**config.mk**
```make
export PLATFORM = sky130hd
export DESIGN_NAME = smb_timeout_wdog
export DESIGN_NICKNAME = d
export VERILOG_FILES = /design/src/rtl/smb_timeout_wdog.sv
export SDC_FILE = /design/constraint.sdc
export NUM_CORES = 1
export LEC_CHECK = 0
export ABC_CLOCK_PERIOD_IN_PS = 1850
export BUFFER_PORTS_ARGS = -buffer_cell sky130_fd_sc_hd__buf_2
export CORE_MARGIN = 4
export CORE_UTILIZATION = 33
export CTS_CLUSTER_DIAMETER = 200
export DETAILED_ROUTE_END_ITERATION = 10
export PLACE_DENSITY_LB_ADDON = 0.15
export SYNTH_ARGS = -nofsm -noshare
export SYNTH_HDL_FRONTEND = slang
export SYNTH_SLANG_ARGS = --single-unit
```
**constraint.sdc**
```tcl
create_clock -name clk -period 1.85 [get_ports clk]
set_input_delay 0.2775 -clock clk [delete_from_list [all_inputs] [get_ports clk]]
set_output_delay 0.2775 -clock clk [all_outputs]
set_load 0.005 [all_outputs]
```
**src/rtl/smb_timeout_wdog.sv**
```systemverilog
module smb_timeout_wdog #(
  parameter int LIMIT = 800,
  localparam int CW = $clog2(LIMIT + 1)
) (
  input  logic clk,
  input  logic rst_n,
  input  logic tick,
  input  logic xfer_active,
  input  logic first_bit_sent,
  input  logic wait_resp,
  input  logic resp_evt,
  input  logic byte_done,
  input  logic second_to,
  input  logic byte_evt,
  input  logic clr_err,
  output logic dev_err,
  output logic abort_req,
  output logic byte_ok
);
  logic [CW-1:0] cnt;

  wire armed  = xfer_active & first_bit_sent & wait_resp;
  wire frozen = byte_done & ~second_to;
  wire adv    = armed & ~resp_evt & tick & ~frozen & (cnt != CW'(LIMIT));
  wire fire   = adv & (cnt == CW'(LIMIT - 1));

  always_ff @(posedge clk) begin
    if (!rst_n) begin
      cnt       <= '0;
      dev_err   <= 1'b0;
      abort_req <= 1'b0;
      byte_ok   <= 1'b0;
    end else begin
      if (!armed || resp_evt) cnt <= '0;
      else if (adv)           cnt <= cnt + 1'b1;
      abort_req <= fire;
      byte_ok   <= byte_evt & ~fire;
      if (fire)         dev_err <= 1'b1;
      else if (clr_err) dev_err <= 1'b0;
    end
  end
endmodule


```
==> run_results.csv <==
group,metric,value,unit
sta,relSlewSlack,72.3,%
clock_network,cts_tree,"built",
critical_path,crit_path_max_incr_delay,0.39,ns
yosys,yosys_warnings,0,
clock_network,clk_pin_slew,0.08,ns
critical_path,r2r_setup_slack,0.25,ns
clock_network,numCtsBuffers,3,
sta,rsz0062_at_grt,"false",
grt,grt_max_degree,12,
final_layout,layout-drive-gt1-share,25.0,%
final_layout,layout.area.seq,260,um^2
placement,pre_cts_slack,0.146,ns
floorplan,chipWidth,52.7,um
sta,slew_viol_final,0,
yosys,syn_inst,75,
drt,drt-pass1-iter-count,4,
placement,placed_cell_area,758,um^2
floorplan,num_rows,15,
yosys,avgSynthCellArea,8.79,um^2
final_layout,n_antenna_cell,0,
power,p_total,478,uW
power,p_leak,0.277,nW
critical_path,cp.arrival,1.82,ns
drt,drcViolationCount,0,
grt,grt_usage,11.7,%
critical_path,worst-path-buf-inv,0,
clock_network,clockRootBuffer,"clkbuf_4",
floorplan,initial_core_util,36.6,%
clock_network,clk_latency,0.28,ns
yosys,synth_seq_cells,13,
grt,grt_pass1_vias,553,
yosys,yosysTopAreaCell,"dfxtp_1",
power,ir_drop,0.424,mV
yosys,yosys.cell_types.count,30,
sta,period_needed,1.60,ns
placement,io_buffers,13,
critical_path,crit_chain,"ha_1 > nand4_1 > or2_2 > or3_1 > a21oi_1",
yosys,yosysTopAreaCellShare,39.5,%
clock_network,cts_repair_resize_count,0,
floorplan,coreArea,1800,um^2
drt,first_iter_violations,20,
job,drv_cap,0,
grt,overflow,0,
yosys,synth_seq_area_share,39.5,%
grt,antenna_found_initial,0,
sta,final_hold_viol_count,0,
clock_network,hold_buffers,0,
critical_path,critPathSlowestCell,"dfxtp_1",
drt,vias,620,
clock_network,clock-sinks,13,
critical_path,worstSetupPathType,"flop to flop",
drt,drt_wl_total,1430,um
drt,detail_route.wl_per_cell,12.2,um
final_layout,final_cell_mix,"13 x dfxtp_1, 13 x buf_2, 7 x nand2_1",
status,status,"complete, no violations",
sta,max_freq,0.624,GHz
critical_path,cp.required,2.07,ns
final_layout,multi_input_area,372,um^2
placement,gp_congestion,0.787,
critical_path,worst-path-max-fanout,5,
sta,setup_tns,0,ns
final_layout,area_growth,19.0,%
critical_path,critPathLaunchType,"flop",
grt,grt_pass1_wl,2370,um
yosys,synth_area,659,um^2
floorplan,ioPinCount,14,
sta,fin_ws,0.247,ns
sta,fin_skew,0.000930,ns
yosys,synth_nets,88,
sta,worstMarginPinSlew,0.413,ns
yosys,synthTopCellsByArea,"dfxtp_1 39%, or3_1 4.7%, a21oi_1 4.6%",
power,p_per_area,609,nW/um^2
final_layout,fin_util,43.5,%
drt,avgViaCountPerCell,5.30,
clock_network,cts.htree.levels,1,
floorplan,die_area,2780,um^2
sta,finalCritPeriodShare,86.7,%
drt,antenna_left,0,
clock_network,clock_tree.buffer_depth,2,
critical_path,crit_family,"simple AND/OR/NAND/NOR gates",
final_layout,nets,106,
placement,dp_hpwl,1030,um
final_layout,finalInstanceArea,785,um^2
critical_path,critPathCaptureType,"flop",
clock_network,post_cts_buffers,0,
final_layout,fill_cells,191,
min_path,hold_path_class,"input pin to flop",
floorplan,fp.dieH,52.7,um
sta,setup_viol,0,
-- sequential cells by signal, summed over array words and instances (netlist names) --
register and count:
cnt 10, abort_req 1, dev_err 1, byte_ok 1
-- per-layer routing --
layer,global-route usage [%],vias to the layer above,wire length [um]
met5,0,-,0
met4,1.28,0,12
met3,5.98,2,114
met2,18.4,24,667
met1,14.6,280,633
li1,-,314,-
-- synth_stat cells (all sizes together) --
cell / number
xor2: 1
or4: 3
and3: 1
nor2: 2
nor3: 1
nand4: 5
inv: 4
buf: 1
or2: 1
o21ai: 4
nand3: 2
o211ai: 2
and2: 2
nand4bb: 1
ha: 2
and4: 1
or3: 5
o31ai: 3
a21oi: 6
nor2b: 1
nand2: 7
or2b: 1
and4b: 1
dfxtp: 13
nor4: 2
a31o: 1
clkbuf: 1
o21a: 1
-- area by class of cell --
class	instances	share of cell area, %
clock buffer	4	3.35
inverter	4	1.91
multi-input combinational	56	47.4
sequential	13	33.2
tap	25	3.99
timing repair buffer	15	10.2
-- kinds of logic (layout without fill, tap and decap cells) --
| group | count (synthesis) | after routing | synth area share (%) |
|---|---|---|---|
| XOR/XNOR | 1 | 1 | 1.33 |
| adder cells (fa/ha/maj) | 2 | 2 | 3.79 |
| AO/OA/AOI/OAI | 17 | 17 | 15.7 |
| AND/OR/NAND/NOR | 36 | 36 | 35.5 |
| flip-flops | 13 | 13 | 39.5 |
| buffers and inverters | 6 | 23 | 4.17 |
-- path summary, 6_finish.rpt --
| path | cells past startpoint | endpoint | from |
|---|---|---|---|
| max | 5 | cnt[6] | cnt[0] |
| min | 3 | byte_ok | byte_evt |
| max reg2reg | 5 | cnt[6] | cnt[0] |
| min reg2reg | 2 | cnt[9] | cnt[9] |
-- tightest hold or removal path, delay by kind of cell --
| kind | cells | cell delay (ns) |
|---|---|---|
| simple gates | 2 | 0.08 |
| buf+inv | 1 | 0.09 |
-- per-stage QoR --
step	hold WS (ns)	std cells
6_report	0.218	117
4_1_cts	0.218	117
2_1_floorplan	0.391	75
3_3_place_gp	0.468	113
5_1_grt	0.221	117
3_5_place_dp	0.479	113
-- power by group --
group	total, mW	switching, mW	internal, mW
Sequential	0.281	0.000408	0.281
Clock	0.177	0.0929	0.0837
Combinational	0.0202	0.00911	0.0111
Total	0.478	0.102	0.375
(Power assumes the default switching activity.)
